$ cat config.mk
export PLATFORM = sky130hd
export DESIGN_NAME = interval_timer
export DESIGN_NICKNAME = d
export VERILOG_FILES = /design/src/rtl/itimer_pkg.sv /design/src/rtl/itimer_datapath.sv /design/src/rtl/itimer_ctrl.sv /design/src/rtl/interval_timer.sv
export SDC_FILE = /design/constraint.sdc
export NUM_CORES = 1
export LEC_CHECK = 0
export BUFFER_PORTS_ARGS = -buffer_cell sky130_fd_sc_hd__buf_4
export CAP_MARGIN = 20
export CORE_UTILIZATION = 39
export DETAILED_ROUTE_END_ITERATION = 12
export GPL_ROUTABILITY_DRIVEN = 1
export PLACE_DENSITY = 0.64
export SYNTH_ARGS = -nofsm -noshare
export SYNTH_HDL_FRONTEND = slang
export SYNTH_SLANG_ARGS = --single-unit
$ cat constraint.sdc
create_clock -name clk -period 3.1 [get_ports clk]
set_input_delay 0.62 -clock clk [delete_from_list [all_inputs] [get_ports clk]]
set_output_delay 0.62 -clock clk [all_outputs]
set_load 0.05 [all_outputs]
$ cat src/rtl/itimer_pkg.sv
package itimer_pkg;

  localparam int MODE_W = 3;

  // strobes from control to datapath
  typedef struct packed {
    logic load;    // take latch value into counter
    logic dec;     // count down by one
    logic fire;    // this decrement reaches zero
    logic reload;  // auto restart from latch on fire
  } tmr_strobe_t;

  typedef struct packed {
    logic invert;   // q rests high
    logic pulse;    // one-clock pulse instead of level
    logic freeze;   // trig high holds a running count
    logic autoRld;  // restart at terminal event
  } mode_cfg_t;

  function automatic mode_cfg_t decodeMode(input logic [MODE_W-1:0] m);
    mode_cfg_t c;
    c.invert  = (m == 3'd1) || (m == 3'd3);
    c.pulse   = (m == 3'd2) || (m == 3'd3) || (m == 3'd5) || (m == 3'd7);
    c.freeze  = (m == 3'd4) || (m == 3'd5);
    c.autoRld = (m == 3'd7);
    return c;
  endfunction

endpackage

$ cat src/rtl/itimer_datapath.sv
module itimer_datapath
  import itimer_pkg::*;
#(
  parameter int WIDTH = 16
) (
  input  logic             clk,
  input  logic             mrst,
  input  logic             wrEn,
  input  logic [WIDTH-1:0] dataIn,
  input  tmr_strobe_t      strb,
  output logic             cntZero,
  output logic             cntOne,
  output logic [WIDTH-1:0] cntNow
);

  logic [WIDTH-1:0] latchHeld;
  logic [WIDTH-1:0] latchVal;
  logic [WIDTH-1:0] count;

  // latch: transparent while wrEn low, holds last sampled value otherwise
  always_ff @(posedge clk) begin
    if (mrst)       latchHeld <= '0;
    else if (!wrEn) latchHeld <= dataIn;
  end

  assign latchVal = wrEn ? latchHeld : dataIn;

  always_ff @(posedge clk) begin
    if (mrst)                         count <= '0;
    else if (strb.load || strb.reload) count <= latchVal;
    else if (strb.dec)                 count <= count - WIDTH'(1);
  end

  assign cntZero = (count == '0);
  assign cntOne  = (count == WIDTH'(1));
  assign cntNow  = count;

  assert_latch_hold_R1: assert property (@(posedge clk) disable iff (mrst)
    (wrEn && !mrst) |=> (!wrEn || $stable(latchHeld)));

  assert_count_step_R3: assert property (@(posedge clk) disable iff (mrst)
    (strb.dec && !strb.reload) |=> (count == $past(count) - WIDTH'(1)));

endmodule

$ cat src/rtl/itimer_ctrl.sv
module itimer_ctrl
  import itimer_pkg::*;
(
  input  logic              clk,
  input  logic              mrst,
  input  logic              trig,
  input  logic [MODE_W-1:0] mode,
  input  logic              cntZero,
  input  logic              cntOne,
  output tmr_strobe_t       strb,
  output logic              q,
  output logic              qHalf
);

  mode_cfg_t cfg;
  logic      counting;
  logic      hitReg;
  logic      pulseReg;
  logic      halfReg;

  assign cfg      = decodeMode(mode);
  assign counting = !cntZero;

  always_comb begin
    strb.load   = !mrst && trig && !(cfg.freeze && counting);
    strb.dec    = !mrst && !trig && counting;
    strb.fire   = strb.dec && cntOne;
    strb.reload = strb.fire && cfg.autoRld;
  end

  always_ff @(posedge clk) begin
    if (mrst) begin
      hitReg   <= 1'b0;
      pulseReg <= 1'b0;
      halfReg  <= 1'b0;
    end else if (strb.load) begin
      hitReg   <= 1'b0;
      pulseReg <= 1'b0;
    end else begin
      pulseReg <= strb.fire;
      if (strb.fire) begin
        hitReg  <= 1'b1;
        halfReg <= ~halfReg;
      end
    end
  end

  assign q     = cfg.invert ^ (cfg.pulse ? pulseReg : hitReg);
  assign qHalf = halfReg;

  assert_load_idle_R2: assert property (@(posedge clk) disable iff (mrst)
    strb.load |=> (q == cfg.invert));

  assert_half_toggle_R6: assert property (@(posedge clk) disable iff (mrst)
    strb.fire |=> (qHalf != $past(qHalf)));

  assert_half_steady_R6: assert property (@(posedge clk) disable iff (mrst)
    !strb.fire |=> $stable(qHalf));

  assert_single_pulse_R5: assert property (@(posedge clk) disable iff (mrst)
    (pulseReg && !cfg.autoRld) |=> !pulseReg);

endmodule

$ cat src/rtl/interval_timer.sv
module interval_timer
  import itimer_pkg::*;
#(
  parameter int WIDTH = 16
) (
  input  logic              clk,
  input  logic              mrst,
  input  logic              trig,
  input  logic              wrEn,
  input  logic [WIDTH-1:0]  dataIn,
  input  logic [MODE_W-1:0] mode,
  output logic              q,
  output logic              qHalf
);

  tmr_strobe_t      strb;
  logic             cntZero;
  logic             cntOne;
  logic [WIDTH-1:0] cntNow;
  mode_cfg_t        cfgTop;

  assign cfgTop = decodeMode(mode);

  itimer_ctrl u_ctrl (
    .clk     (clk),
    .mrst    (mrst),
    .trig    (trig),
    .mode    (mode),
    .cntZero (cntZero),
    .cntOne  (cntOne),
    .strb    (strb),
    .q       (q),
    .qHalf   (qHalf)
  );

  itimer_datapath #(.WIDTH(WIDTH)) u_dp (
    .clk     (clk),
    .mrst    (mrst),
    .wrEn    (wrEn),
    .dataIn  (dataIn),
    .strb    (strb),
    .cntZero (cntZero),
    .cntOne  (cntOne),
    .cntNow  (cntNow)
  );

  assert_freeze_hold_R8: assert property (@(posedge clk) disable iff (mrst)
    (cfgTop.freeze && trig && !cntZero) |=> $stable(cntNow));

  assert_zero_idle_R9: assert property (@(posedge clk) disable iff (mrst)
    cntZero |-> !strb.fire);

endmodule

# Word level (Yosys, flattened, before mapping)
# Cells that the tools add are included.
[word_totals] regBits=35 input_bits=23 out_inout_bits=2
[op_classes] addsub=1 n_eq_ne=7 mux=4 bitwise=3 reduce_logical=21
[op_table] operator="$mux 16" n=3
[op_table] operator="$eq 16x1->1 const B" n=1
[op_table] operator="$logic_not 16->1" n=1
[op_table] operator="$sub 16x1->16 const B" n=1
[op_table] operator="$eq 3x3->1 const B" n=3
[op_table] operator="$logic_and 1x1->1" n=7
[op_table] operator="$eq 3x2->1 const B" n=2
[op_table] operator="$logic_or 1x1->1" n=6
[op_table] operator="$logic_not 1->1" n=4
[op_table] operator="$eq 3x1->1 const B" n=1
[op_table] operator="$not 1->1" n=2
[op_table] operator="$reduce_and 2->1" n=1
[op_table] operator="$reduce_bool 2->1" n=1
[op_table] operator="$reduce_or 2->1" n=1
[op_table] operator="$mux 1" n=1
[op_table] operator="$xor 1x1->1" n=1

# Logic depth before layout (Yosys ltp)
[depth] word_depth=7 ltp_mapped=8 mapped_depth_nobuf=7

# Modules after synthesis
# Synthesis repeated with hierarchy kept, for this count alone.
[hier_totals] cells_unflattened=179 area_unflattened_um2=1666.6
[modules_own_cells] mod="itimer_datapath" n_inst=1 cells_per_inst=160 area_per_inst_um2=1471.4 seq_area_each_um2=640.6
[modules_own_cells] mod="itimer_ctrl" n_inst=1 cells_per_inst=19 area_per_inst_um2=195.2 seq_area_each_um2=60.1

# Worst setup path before layout
# OpenSTA, ideal clock, no wires.
[synth_path] path_type="input-to-output" startpoint="in mode[1]" endpoint="out q" t_arrival_ps=1939 required_time_ps=2480 path_slack_ps=541 stages=3 path_cell_list="nor2b_1 mux2i_1 o21ai_0"
[synth_via] elab_chain_len=6 word_cells_on_any_way=11
[synth_rtl] item="start, declared" line_no="interval_timer.sv:11" text="input logic [MODE_W-1:0] mode,"
[synth_rtl] item="$eq 3x2->1, on equally long branches" line_no="itimer_pkg.sv:23, itimer_pkg.sv:22"
[synth_rtl] item="$logic_or 1x1->1 (3 in series)" line_no="itimer_pkg.sv:23" text="c.pulse = (m == 3'd2) || (m == 3'd3) || (m == 3'd5) || (m == 3'd7);"
[synth_rtl] item="$mux 1" line_no="itimer_ctrl.sv:48" text="assign q = cfg.invert ^ (cfg.pulse ? pulseReg : hitReg);"
[synth_rtl] item="$xor 1x1->1 (*)" line_no="itimer_ctrl.sv:48"
[synth_rtl] item="end, declared" line_no="interval_timer.sv:12" text="output logic q,"
# Every way passes the cells marked *; elsewhere a longest branch is shown, timed or not.

# Worst setup path after layout
[layout_path] startpoint="reg u_dp.count[0] (netlist: u_dp.cntNow[0])" endpoint="reg u_dp.count[2] (netlist: u_dp.cntNow[2])"
[layout_via] elab_chain_len=7 word_cells_on_any_way=14
[layout_rtl] item="start, declared" line_no="itimer_datapath.sv:18" text="logic [WIDTH-1:0] count;"
[layout_rtl] item="start signal, assigned" line_no="itimer_datapath.sv:30" text="else if (strb.load || strb.reload) count <= latchVal;"
[layout_rtl] item="start signal, assigned" line_no="itimer_datapath.sv:31" text="else if (strb.dec) count <= count - WIDTH'(1);"
[layout_rtl] item="branches (longest 7 deep; another with $sub 16x1->16)"
# Parallel ways; which one is timed is not known. The select of a mux whose other input is x is not followed.
# A chain may end at the register's enable or synchronous reset.

==> run metrics <==
Initial Utilization=about two fifths; initial antenna violation count=0; Peak VDD IR=~0.00021 V; largest net degree at the start of global routing=28; Clock Power Share=roughly a quarter; WP buf/inv=1; cells after synthesis=around 190; Post-CTS Setup Inserts=0; Final ANT Viol Nets=0; Max-slew headroom=slightly below 60%; final hold viol count=0; Post-Route WL=roughly 3.8 mm; Switching Fraction=34.5%; nets=roughly 240; Ant. Diodes=0; asr flop ratio synth=0%; Routed WL per cell=14.3 um; sequential-to-total area share from yosys stat=39.0%; total clock sinks=35; ys flop type=dfxtp_1; leading cell types in the layout, fill and taps excluded=dfxtp_1, nor2_1, buf_4, mux2i_1, xor2_1; combinational fraction of design power=about 31%; share of Yosys cell area claimed by the top area cell type=39.0%; fin crit period=approximately 2.3 ns; fmax=434 MHz; P_leak=around 0.87 nW; port buffer count=24; multi-input combinational cell area=0.00104 mm2; CTS tree=done; critical path peak fanout=11; cts hold-fix bufs=0; register area=701 um2; Synth area leaders=dfxtp_1, mux2i_1, nor2_1; critical path's largest stage delay=around 0.45 ns; post-CTS sizing=0; kind of cell adding the most delay to the critical path=simple AND/OR/NAND/NOR gates; Critical Path Slowest Stage Cell=nor4b_2; status=finished, final reports clean; die height=around 70 um; Worst-path clk slew=around 0.070 ns; PD cells=roughly 600 mW/mm2; first-pass GRT wire length=~6.5 mm; DR vias/cell=about 5.4; layout cells sized above 1=approximately a fifth; Worst Path Required=3.33 ns; Yosys cell types=40; DRT Pass-1 Iters=4; Inst Count DP=~260; gr ovfl total=0; worst-skew pair later-pin latency=around 0.29 ns; Fin Hold WS=0.513 ns; number of global-route vias before repair=roughly 1400; clock buffer depth=2; row count=24; skew final=around 0.0042 ns; drt initial violations=between 50 and 60; Ports=25; Area Overhead vs Synth=16.1%; Final setup violation count=0; crit end category=flip-flop; cells along the critical path=inv_1 > ha_1 > nor4b_2 > nand4_2 > a21oi_4 > or2_2 > a22o_1; Pint=roughly 0.00083 W; Setup crit start kind=flip-flop; Placer Congestion=about 0.86; WP data arrival=about 2.5 ns; Post-synth EDFFs=0; max-slew violation count=0; DP HPWL=2.73 mm; CTS Buf Count=5; Psw=0.000438 W; commonest non-fill, non-tap cell in the layout=dfxtp_1; Setup TNS Final=0 ns; gr usage total=17.1%; Hold Path Cell Cnt=2; die area=around 0.0049 mm2; synthesized flop and latch total=35; Net Count, Synth=~210; Filler Cell Count=approximately 430; via count=around 1400; H-tree level count=2; Synthesis Warnings=0; Worst Tran Pin Value=between 0.6 and 0.7 ns; Chip Width=between 60 and 70 um; FF-to-FF path depth=7; unrepaired setup endpoints after global routing=false; Reg power frac=43.8%; Tcrit/Tclk final=between 70% and 80%; Hold Path Class=flip-flop to flip-flop; drc violations=0; critical path class=flip-flop to flip-flop; Synth Cell Area=between 0.0015 and 0.002 mm2; syn avg cell area=between 9 and 10 um2; root buf cell=clkbuf_8; Core Box Area=roughly 0.0044 mm2; Non-Filler Instances=roughly 260; number of max-cap violations=0; Stages on worst setup path=7; top cell type by total area after synthesis=dfxtp_1
==> worst reg2reg max path, stage by stage, from the launching register on <==
cell and delay [ns]:
dfxtp_1 0.33, inv_1 0.12, ha_1 0.19, nor4b_2 0.45, nand4_2 0.30, a21oi_4 0.35
or2_2 0.32, a22o_1 0.19
==> power by group through the flow <==
stage / logic (W) / registers, W / clock network [W]
after detailed placement: 0.000395 / 0.000567 / 0
after floorplan: 0.000316 / 0.000555 / 0
after CTS: 0.000397 / 0.000557 / 0.000327
after global placement: 0.000390 / 0.000565 / 0
after global routing: 0.000436 / 0.000564 / 0.000347
final: 0.000396 / 0.000557 / 0.000317
==> synthesized netlist by cell type, types with 4 or more instances <==
cell and count:
nor2_1 27, nor3_1 8, xnor2_1 7, nand2_1 8
xor2_1 9, dfxtp_1 35, or3_1 4, mux2i_1 17
nand3_1 5, a22o_1 7, o21ai_0 8
==> final timing paths <==
kind	from	to	slack [ns]
setup / recovery	u_dp.cntNow[0]$_SDFFE_PP0P_	u_dp.cntNow[2]$_SDFFE_PP0P_	0.80
hold / removal	u_ctrl.hitReg$_SDFFE_PP0P_	u_ctrl.hitReg$_SDFFE_PP0P_	0.51
setup reg to reg	u_dp.cntNow[0]$_SDFFE_PP0P_	u_dp.cntNow[2]$_SDFFE_PP0P_	0.80
hold reg to reg	u_ctrl.hitReg$_SDFFE_PP0P_	u_ctrl.hitReg$_SDFFE_PP0P_	0.51
==> state kept, by name, indices dropped and copies added, names as in the netlist <==
signal,flops
u_dp.cntNow,16
u_ctrl.qHalf,1
u_dp.latchHeld,16
u_ctrl.pulseReg,1
u_ctrl.hitReg,1
==> kinds of logic (layout without fill, tap and decap cells) <==
family | count (synthesis) | count (layout) | synth area share, %
AO/OA/AOI/OAI | 27 | 27 | 11.4
XOR/XNOR | 16 | 16 | 7.81
adder cells (fa/ha/maj) | 3 | 3 | 2.09
buffers and inverters | 10 | 35 | 2.93
flip-flops | 35 | 35 | 39.0
multiplexers | 18 | 18 | 10.1
AND/OR/NAND/NOR | 77 | 77 | 26.6
==> stage by stage <==
step           util, %  setup slack (ns)  instance area, um2  power (W)
3_3_place_gp      45.7             0.798                2000   0.000955
6_report          47.5             0.797                2080    0.00127
4_1_cts           47.5             0.810                2080    0.00128
2_1_floorplan        -             0.541                1800   0.000871
3_5_place_dp      45.7             0.724                2000   0.000962
5_1_grt           47.5             0.649                2080    0.00135
==> layout make-up <==
type	instances	area share, %
clock buffer	7	3.66
clock inverter	1	0.240
inverter	2	0.360
multi-input combinational	141	50.0
sequential	35	33.6
tap	52	3.12
timing repair buffer	25	9.00
==> routing by layer <==
metal	wire (um)	GRT usage, %	share of wire [%]	vias to the layer above
li1	-	-	-	720
met1	1830	22.0	49	655
met2	1700	26.3	45	27
met3	155	5.05	4.1	7
met4	75	7.78	2.0	0
met5	0	0	0	-
Note: power is estimated with default switching activity, not from simulation.
